==> config.mk <==
export PLATFORM = sky130hd
export DESIGN_NAME = binw_conv_window
export DESIGN_NICKNAME = d
export VERILOG_FILES = /design/src/rtl/bwc_pkg.sv /design/src/rtl/bwc_tap_mask.sv /design/src/rtl/bwc_sign_tap.sv /design/src/rtl/bwc_adder_tree.sv /design/src/rtl/binw_conv_window.sv
export SDC_FILE = /design/constraint.sdc
export NUM_CORES = 2
export LEC_CHECK = 0
export ABC_AREA = 1
export CAP_MARGIN = 15
export CORE_UTILIZATION = 50
export CTS_BUF_LIST = sky130_fd_sc_hd__clkbuf_2 sky130_fd_sc_hd__clkbuf_4 sky130_fd_sc_hd__clkbuf_8
export DETAILED_ROUTE_END_ITERATION = 7
export GPL_TIMING_DRIVEN = 0
export PLACE_DENSITY = 0.76
export SLEW_MARGIN = 20
export SYNTH_ARGS = -nofsm -noshare
export SYNTH_HDL_FRONTEND = slang
export SYNTH_SLANG_ARGS = --single-unit
export TNS_END_PERCENT = 10
==> constraint.sdc <==
create_clock -name clk -period 13.2 [get_ports clk]
set_input_delay 1.32 -clock clk [delete_from_list [all_inputs] [get_ports clk]]
set_output_delay 1.32 -clock clk [all_outputs]
set_load 0.02 [all_outputs]
==> src/rtl/bwc_pkg.sv <==
package bwc_pkg;
  localparam int PIX_W = 12;
  localparam int KDIM  = 7;
  localparam int TAPS  = KDIM * KDIM;
  localparam int SUM_W = PIX_W + $clog2(TAPS);

  typedef enum logic [1:0] {
    KS_3X3  = 2'b00,
    KS_5X5  = 2'b01,
    KS_7X7  = 2'b10,
    KS_7X7B = 2'b11
  } ksize_e;
endpackage

==> src/rtl/bwc_tap_mask.sv <==
module bwc_tap_mask #(
  parameter int KDIM = bwc_pkg::KDIM
) (
  input  logic                   clk,
  input  logic                   rst,
  input  logic [1:0]             ksel_i,
  output logic [KDIM*KDIM-1:0]   act_o
);
  localparam int CTR = KDIM / 2;
  localparam int RW  = $clog2(KDIM) + 1;
  localparam int N   = KDIM * KDIM;

  logic [RW-1:0] rad;

  always_comb begin
    case (ksel_i)
      bwc_pkg::KS_3X3: rad = RW'(1);
      bwc_pkg::KS_5X5: rad = RW'(2);
      default:         rad = RW'(CTR);
    endcase
  end

  for (genvar r = 0; r < KDIM; r++) begin : g_row
    for (genvar c = 0; c < KDIM; c++) begin : g_col
      localparam int DR   = (r > CTR) ? r - CTR : CTR - r;
      localparam int DC   = (c > CTR) ? c - CTR : CTR - c;
      localparam int DIST = (DR > DC) ? DR : DC;
      assign act_o[r*KDIM+c] = (RW'(DIST) <= rad);
    end
  end

  AST_MASK_SIZE: assert property (@(posedge clk) disable iff (rst)
    $countones(act_o) == ((ksel_i == bwc_pkg::KS_3X3) ? 9 :
                          (ksel_i == bwc_pkg::KS_5X5) ? 25 : N));
endmodule

==> src/rtl/bwc_sign_tap.sv <==
module bwc_sign_tap #(
  parameter int PIX_W = bwc_pkg::PIX_W,
  parameter int SUM_W = bwc_pkg::SUM_W
) (
  input  logic signed [PIX_W-1:0] pix_i,
  input  logic                    w_i,
  input  logic                    act_i,
  output logic signed [SUM_W-1:0] term_o
);
  logic signed [PIX_W-1:0] pix_g;
  logic                    w_g;
  logic signed [SUM_W-1:0] ext;

  // operand gating: idle taps see constant zero
  assign pix_g  = act_i ? pix_i : '0;
  assign w_g    = act_i & w_i;
  assign ext    = {{(SUM_W-PIX_W){pix_g[PIX_W-1]}}, pix_g};
  assign term_o = w_g ? -ext : ext;
endmodule

==> src/rtl/bwc_adder_tree.sv <==
module bwc_adder_tree #(
  parameter int N = bwc_pkg::TAPS,
  parameter int W = bwc_pkg::SUM_W
) (
  input  logic                 clk,
  input  logic                 rst,
  input  logic                 en_i,
  input  logic [N*W-1:0]       terms_i,
  output logic signed [W-1:0]  sum_o
);
  localparam int LEAVES = 1 << $clog2(N);
  localparam int NODES  = 2 * LEAVES - 1;

  logic signed [W-1:0] node [NODES];

  for (genvar i = 0; i < LEAVES; i++) begin : g_leaf
    if (i < N) begin : g_used
      assign node[LEAVES-1+i] = terms_i[i*W +: W];
    end else begin : g_pad
      assign node[LEAVES-1+i] = '0;
    end
  end

  for (genvar n = 0; n < LEAVES - 1; n++) begin : g_add
    assign node[n] = node[2*n+1] + node[2*n+2];
  end

  always_ff @(posedge clk) begin
    if (rst)       sum_o <= '0;
    else if (en_i) sum_o <= node[0];
  end

  AST_HOLD_SUM: assert property (@(posedge clk) disable iff (rst)
    !en_i |=> $stable(sum_o));
endmodule

==> src/rtl/binw_conv_window.sv <==
module binw_conv_window #(
  parameter int PIX_W = bwc_pkg::PIX_W,
  parameter int KDIM  = bwc_pkg::KDIM,
  localparam int TAPS = KDIM * KDIM,
  localparam int SUM_W = PIX_W + $clog2(TAPS)
) (
  input  logic                    clk,
  input  logic                    rst,
  input  logic                    vld_i,
  input  logic [1:0]              ksel_i,
  input  logic [TAPS*PIX_W-1:0]   pix_i,
  input  logic [TAPS-1:0]         wgt_i,
  output logic                    vld_o,
  output logic signed [SUM_W-1:0] sum_o
);
  localparam int LIM = TAPS * (1 << (PIX_W - 1));

  logic [TAPS-1:0]       act;
  logic [TAPS*SUM_W-1:0] terms;

  bwc_tap_mask #(.KDIM(KDIM)) u_mask (
    .clk    (clk),
    .rst    (rst),
    .ksel_i (ksel_i),
    .act_o  (act)
  );

  for (genvar i = 0; i < TAPS; i++) begin : g_tap
    logic signed [SUM_W-1:0] t;
    bwc_sign_tap #(.PIX_W(PIX_W), .SUM_W(SUM_W)) u_tap (
      .pix_i  (pix_i[i*PIX_W +: PIX_W]),
      .w_i    (wgt_i[i]),
      .act_i  (act[i]),
      .term_o (t)
    );
    assign terms[i*SUM_W +: SUM_W] = t;

    AST_GATE_ZERO: assert property (@(posedge clk) disable iff (rst)
      !act[i] |-> t == '0);
    AST_SIGN_SEL: assert property (@(posedge clk) disable iff (rst)
      act[i] |-> (wgt_i[i] ? (t == -SUM_W'($signed(pix_i[i*PIX_W +: PIX_W])))
                           : (t ==  SUM_W'($signed(pix_i[i*PIX_W +: PIX_W])))));
  end

  bwc_adder_tree #(.N(TAPS), .W(SUM_W)) u_tree (
    .clk     (clk),
    .rst     (rst),
    .en_i    (vld_i),
    .terms_i (terms),
    .sum_o   (sum_o)
  );

  always_ff @(posedge clk) begin
    if (rst) vld_o <= 1'b0;
    else     vld_o <= vld_i;
  end

  AST_VALID_RISE: assert property (@(posedge clk) disable iff (rst)
    vld_i |=> vld_o);
  AST_VALID_DROP: assert property (@(posedge clk) disable iff (rst)
    !vld_i |=> !vld_o);
  AST_NO_OVERFLOW: assert property (@(posedge clk) disable iff (rst)
    vld_o |-> ($signed(sum_o) <= LIM && $signed(sum_o) >= -LIM));
  AST_RESET_CLEAR: assert property (@(posedge clk)
    rst |=> (!vld_o && sum_o == '0));
endmodule

# Word level (Yosys, flattened, before mapping)
# Cells that the tools add are included.
[totals] reg_bits=19 in_bits=642 elab_cells=253
[op_classes] add_sub_neg=97 magnitude_cmp=4 n_eq_ne=1 muxes=99 n_bitwise=49 reduce_logical=1
[op_table] cell="2-to-1 mux 18 bit" count=49
[op_table] cell="negation 12 -> 18 bit" count=49
[op_table] cell="adder 18 bit" count=48
[op_table] cell="2-to-1 mux 12 bit" count=49
[op_table] cell="bitwise AND 1 bit" count=49
[op_table] cell="<= comparator 1 x 2 -> 1 bit, first input constant" count=2
[op_table] cell="<= comparator 2 bit, first input constant" count=2
[op_table] cell="case mux 2 bit (2 select lines)" count=1
[op_table] cell="== test 2 x 1 -> 1 bit, second input constant" count=1
[op_table] cell="logical NOT 2 bit" count=1

# Logic depth before layout (Yosys ltp)
[depth] word_depth=12 ltp_mapped=51 mapped_depth_nobuf=45

# By module
# A second synthesis with hierarchy kept.
[hier_totals] hier_cells=6970 hier_area_um2=44834.2
[modules_own_cells] mod="bwc_adder_tree" instances=1 cells_each=2211 area_each_um2=21743.4
[modules_own_cells] mod="bwc_sign_tap at g_tap[23].u_tap ..." instances=34 cells_each=96 area_each_um2=464.2
[modules_own_cells] mod="bwc_sign_tap at g_tap[0].u_tap ..." instances=15 cells_each=96 area_each_um2=460.4
[modules_own_cells] mod="bwc_tap_mask" instances=1 cells_each=52 area_each_um2=371.6
[modules_own_cells] mod="binw_conv_window" instances=1 cells_each=3 area_each_um2=30.0

# Worst setup path before layout
# Ideal clock, no wire load.
[synth_timing] path_type="input -> register" startpoint="input ksel_i[1]" endpoint="register u_tree.sum_o[15]" setup_ps=115 arrival_time_ps=10164 t_required_ps=13085 setup_slack_ps=2920 path_stages=44 n_path_buf=6 path_cell_list="buf_6 inv_2 nand2_4 buf_2 buf_2 clkbuf_1 clkbuf_1 clkbuf_1 nand2_1 ha_1 inv_1 a211oi_1 nor3_1 mux2_2 inv_1 fa_1 fa_1 fa_1 (+8 left out) fa_1 fa_1 inv_1 fa_1 nor2_1 a211oi_1 o21ai_0 nand2_1 nand2_1 a21oi_1 o21bai_1 nand2_1 nand2_1 a21oi_1 o21ai_0 xor2_1 o21ai_0 inv_1"
[synth_via] elab_chain_cells=12 elab_cells_between_ends=251 cone_classes="add/sub: 97; order compare: 4; eq/ne: 1; mux: 99; bitwise: 49; reduce/logical: 1"
[synth_rtl] element="start: declaration" line="binw_conv_window.sv:10" rtl="input logic [1:0] ksel_i,"
[synth_rtl] element="== test 2 x 1 -> 1 bit or logical NOT 2 bit (tied branches)" line="bwc_tap_mask.sv:16" rtl="case (ksel_i)"
[synth_rtl] element="case mux 2 bit (2 select lines) *" line="bwc_tap_mask.sv:16"
[synth_rtl] element="<= comparator 2 bit or <= comparator 1 x 2 -> 1 bit (tied branches)" line="bwc_tap_mask.sv:28" rtl="assign act_o[r*KDIM+c] = (RW'(DIST) <= rad);"
[synth_rtl] element="2-to-1 mux 12 bit" line="bwc_sign_tap.sv:15" rtl="assign pix_g = act_i ? pix_i : '0;"
[synth_rtl] element="negation 12 -> 18 bit" line="bwc_sign_tap.sv:18" rtl="assign term_o = w_g ? -ext : ext;"
[synth_rtl] element="2-to-1 mux 18 bit" line="bwc_sign_tap.sv:18"
[synth_rtl] element="adder 18 bit (5 in series)" line="bwc_adder_tree.sv:25" rtl="assign node[n] = node[2*n+1] + node[2*n+2];"
[synth_rtl] element="adder 18 bit *" line="bwc_adder_tree.sv:25"
[synth_rtl] element="end signal: assignment" line="bwc_adder_tree.sv:30" rtl="else if (en_i) sum_o <= node[0];"
[synth_rtl] element="end: declaration" line="bwc_adder_tree.sv:9" rtl="output logic signed [W-1:0] sum_o"
# Every way passes the cells marked *; elsewhere a longest branch is shown, timed or not.
# A chain may end at the register's enable or synchronous reset.

# Worst setup path after layout
[layout_timing] startpoint="input ksel_i[0]" endpoint="register u_tree.sum_o[15]"
# The elaborated chain is that of the path after synthesis.

==> out/results.ini <==
[yosys]
ys_seq_elements=19
syn_area_per_cell_um2=6.80
synth-compound-area-share_pct=12.0
yosys_warnings=0
synthMuxAreaShare_pct=2.97
seq_area_frac_synth_pct=0.982
synthAdderAreaFrac_pct=42.0
synth-simple-area-share_pct=21.9
ys_types=53
synth_ff_type=dfxtp_1
synth_top_family_by_area=adder cells
synth_edf_count=0
postSynthCellCount=5699
synth_nets=7188
synthXorXnorAreaFrac_pct=3.32
synth_area_mm2=0.0388
async_flop_share_pct=0

[drt]
drtAntennaViolNets=0
dr.pass1.iters=7
avgRoutedWirePerCell_um=25.6
vias=42100
drt_iter0_markers=5000
wl_um=190000
vias_per_cell=5.66
drc=0

[grt]
antenna_found_initial=25
grt_pass1_wl_um=266000
track_usage_pct=48.1
grt_max_degree=12
grt_pass1_vias=40400
overflow=0

[run]
drv_cap=0

[critical_path]
crit_path_top_delay_cell=fa_1
cp_data_arrival_time_ps=13180
startpoint_type=input port
cpPeakStageDelay_ps=720
r2r_start=u_tree.sum_o[13]
endpoint=u_tree.sum_o[15]
startpoint=ksel_i[0]
reg2reg_setup_slack_ps=12460
path_class=in -> reg
cp_max_fo=12
path_common_cell=fa_1
r2r_end=u_tree.sum_o[13]
critPathCaptureType=flop
required_ps=13410
worst_r2r_path_depth=4

[min_path]
min_path_type=reg -> reg

[cts]
clock_tree.buffer_depth=2
tritoncts=done
cts_sinks=19
cts_root_buf=clkbuf_8
cts_hold_buf=0
postCtsSetupRepairBufs=0
clkTransAtPathRegs_ps=70
cts.htree.levels=1
cts-buffers-inserted=3
clk_latency_ps=260

[placed_design]
portBuffers=655
dpl-instance-area_mm2=0.0466
hpwl_um=164000
gp_congestion=1.10

[floorplan]
core_area_mm2=0.0763
row_count=101
die_y_um=280
io_pins=661
die_w_um=280
start_util_pct=50.8
die-area_mm2=0.0786

[final_layout]
final_cell_mix=inv_1 (1540), nand2_1 (1201), fa_1 (756), clkdlybuf4s50_1 (655), nor2_1 (495)
area_delta_synth_final_pct=20.8
final_common_cell=inv_1
post-route-util_pct=61.3
multi_input_comb_area_mm2=0.0319
regArea_um2=380
num-fill-cells=7247
drive_gt1_share_pct=5.13
design_area_mm2=0.0468
nets=7848

[sta]
rsz0062_at_grt=no
setup_tns_ps=0
skew_ps=0
setup_viol=0
max_slew_margin_pct=11.3
finalCritPeriodShare_pct=98.3
period_minus_slack_ps=12970
hold_viol=0
fmax_ghz=0.0771
hold_slack_ps=508
tightest_slew_ps=1330
drv_slew=0

[run_status]
outcome=completed

## logic make-up after synthesis
kind of cell,count (synthesis)
xor+xnor,147
fa+ha+maj,847
buf+inv,1675
mux,103
simple gates,2071
compound gates,837
flops,19
## layout make-up
| cell class | count | share of cell area (%) |
|---|---|---|
| Sequential cell | 19 | 0.813 |
| Inverter | 1577 | 12.6 |
| Tap cell | 1030 | 2.75 |
| Buffer | 98 | 1.34 |
| Antenna cell | 43 | 0.230 |
| Timing Repair Buffer | 655 | 14.0 |
| Clock inverter | 1 | 0.0107 |
| Clock buffer | 3 | 0.0882 |
| Multi-Input combinational cell | 4005 | 68.1 |
## routing by layer
layer | GRT usage, % | part of all wire, % | vias up
li1 | - | - | 18500
met5 | 0 | 0.035 | -
met2 | 71.5 | 42 | 3049
met3 | 14.9 | 14 | 656
met4 | 31.7 | 8.0 | 10
met1 | 60.1 | 36 | 19900
## critical path: cells and delay by family
| family | cells | cell delay (ps) |
|---|---|---|
| xor gates and xnor gates | 1 | 240 |
| adders and majority gates | 11 | 5530 |
| AOI/OAI and AO/OA | 9 | 1220 |
| buffers and inverters | 12 | 3970 |
| and+or+nand+nor | 6 | 820 |
## worst min-delay path by stage
stage / endpoint / cells past startpoint / startpoint
after global routing: u_tree.sum_o[0] / 2 / u_tree.sum_o[0]
after floorplan: u_tree.sum_o[0] / 2 / u_tree.sum_o[0]
after CTS: u_tree.sum_o[1] / 2 / u_tree.sum_o[1]
after global placement: u_tree.sum_o[0] / 2 / u_tree.sum_o[0]
final: u_tree.sum_o[1] / 2 / u_tree.sum_o[1]
after detailed placement: u_tree.sum_o[1] / 2 / u_tree.sum_o[1]
## synth_stat cells (9+ instances only)
| cell | instances | area share [%] |
|---|---|---|
| nand3b_1 | 26 | 0.50 |
| a31o_2 | 49 | 1.1 |
| nor2_2 | 17 | 0.27 |
| dfxtp_1 | 19 | 0.98 |
| ha_1 | 91 | 2.9 |
| a31oi_1 | 21 | 0.34 |
| xnor2_1 | 41 | 0.93 |
| buf_4 | 12 | 0.23 |
| clkbuf_1 | 36 | 0.35 |
| nand2_2 | 25 | 0.40 |
| inv_2 | 31 | 0.30 |
| buf_6 | 17 | 0.49 |
| o31ai_1 | 33 | 0.64 |
| nand3_1 | 173 | 2.2 |
| a21oi_1 | 186 | 2.4 |
| xor2_1 | 106 | 2.4 |
| o21ai_0 | 472 | 6.1 |
| o211ai_1 | 9 | 0.17 |
| inv_1 | 1540 | 15 |
| a21boi_0 | 13 | 0.25 |
| nor2_1 | 495 | 4.8 |
| nand2_1 | 1201 | 12 |
| a22oi_1 | 10 | 0.19 |
| nor3_1 | 68 | 0.88 |
| buf_2 | 29 | 0.37 |
| a211oi_1 | 12 | 0.23 |
| or2_2 | 17 | 0.27 |
| mux2_2 | 96 | 2.8 |
| nand4_1 | 27 | 0.44 |
| fa_1 | 756 | 39 |
## sequential cells by signal, summed over array words and instances (netlist names)
register      count
u_tree.sum_o     18
vld_o             1
## repair_timing
item | 4_1_cts | 5_1_grt
endpoints found under the setup margin | 7 | 6
gates resized for setup | 4 | 20
pin swaps | 0 | 0
hold endpoints to repair | 0 | 0
## per-stage QoR
step           cells  setup slack [ps]
5_1_grt         7396              58.5
3_5_place_dp    7384              -913
6_report        7431               227
3_3_place_gp    7384             -1680
2_1_floorplan   5699              2920
4_1_cts         7388              6.80
Power is not shown: default switching activity piles up to over one toggle a cycle in this logic, so the estimate is an artifact.
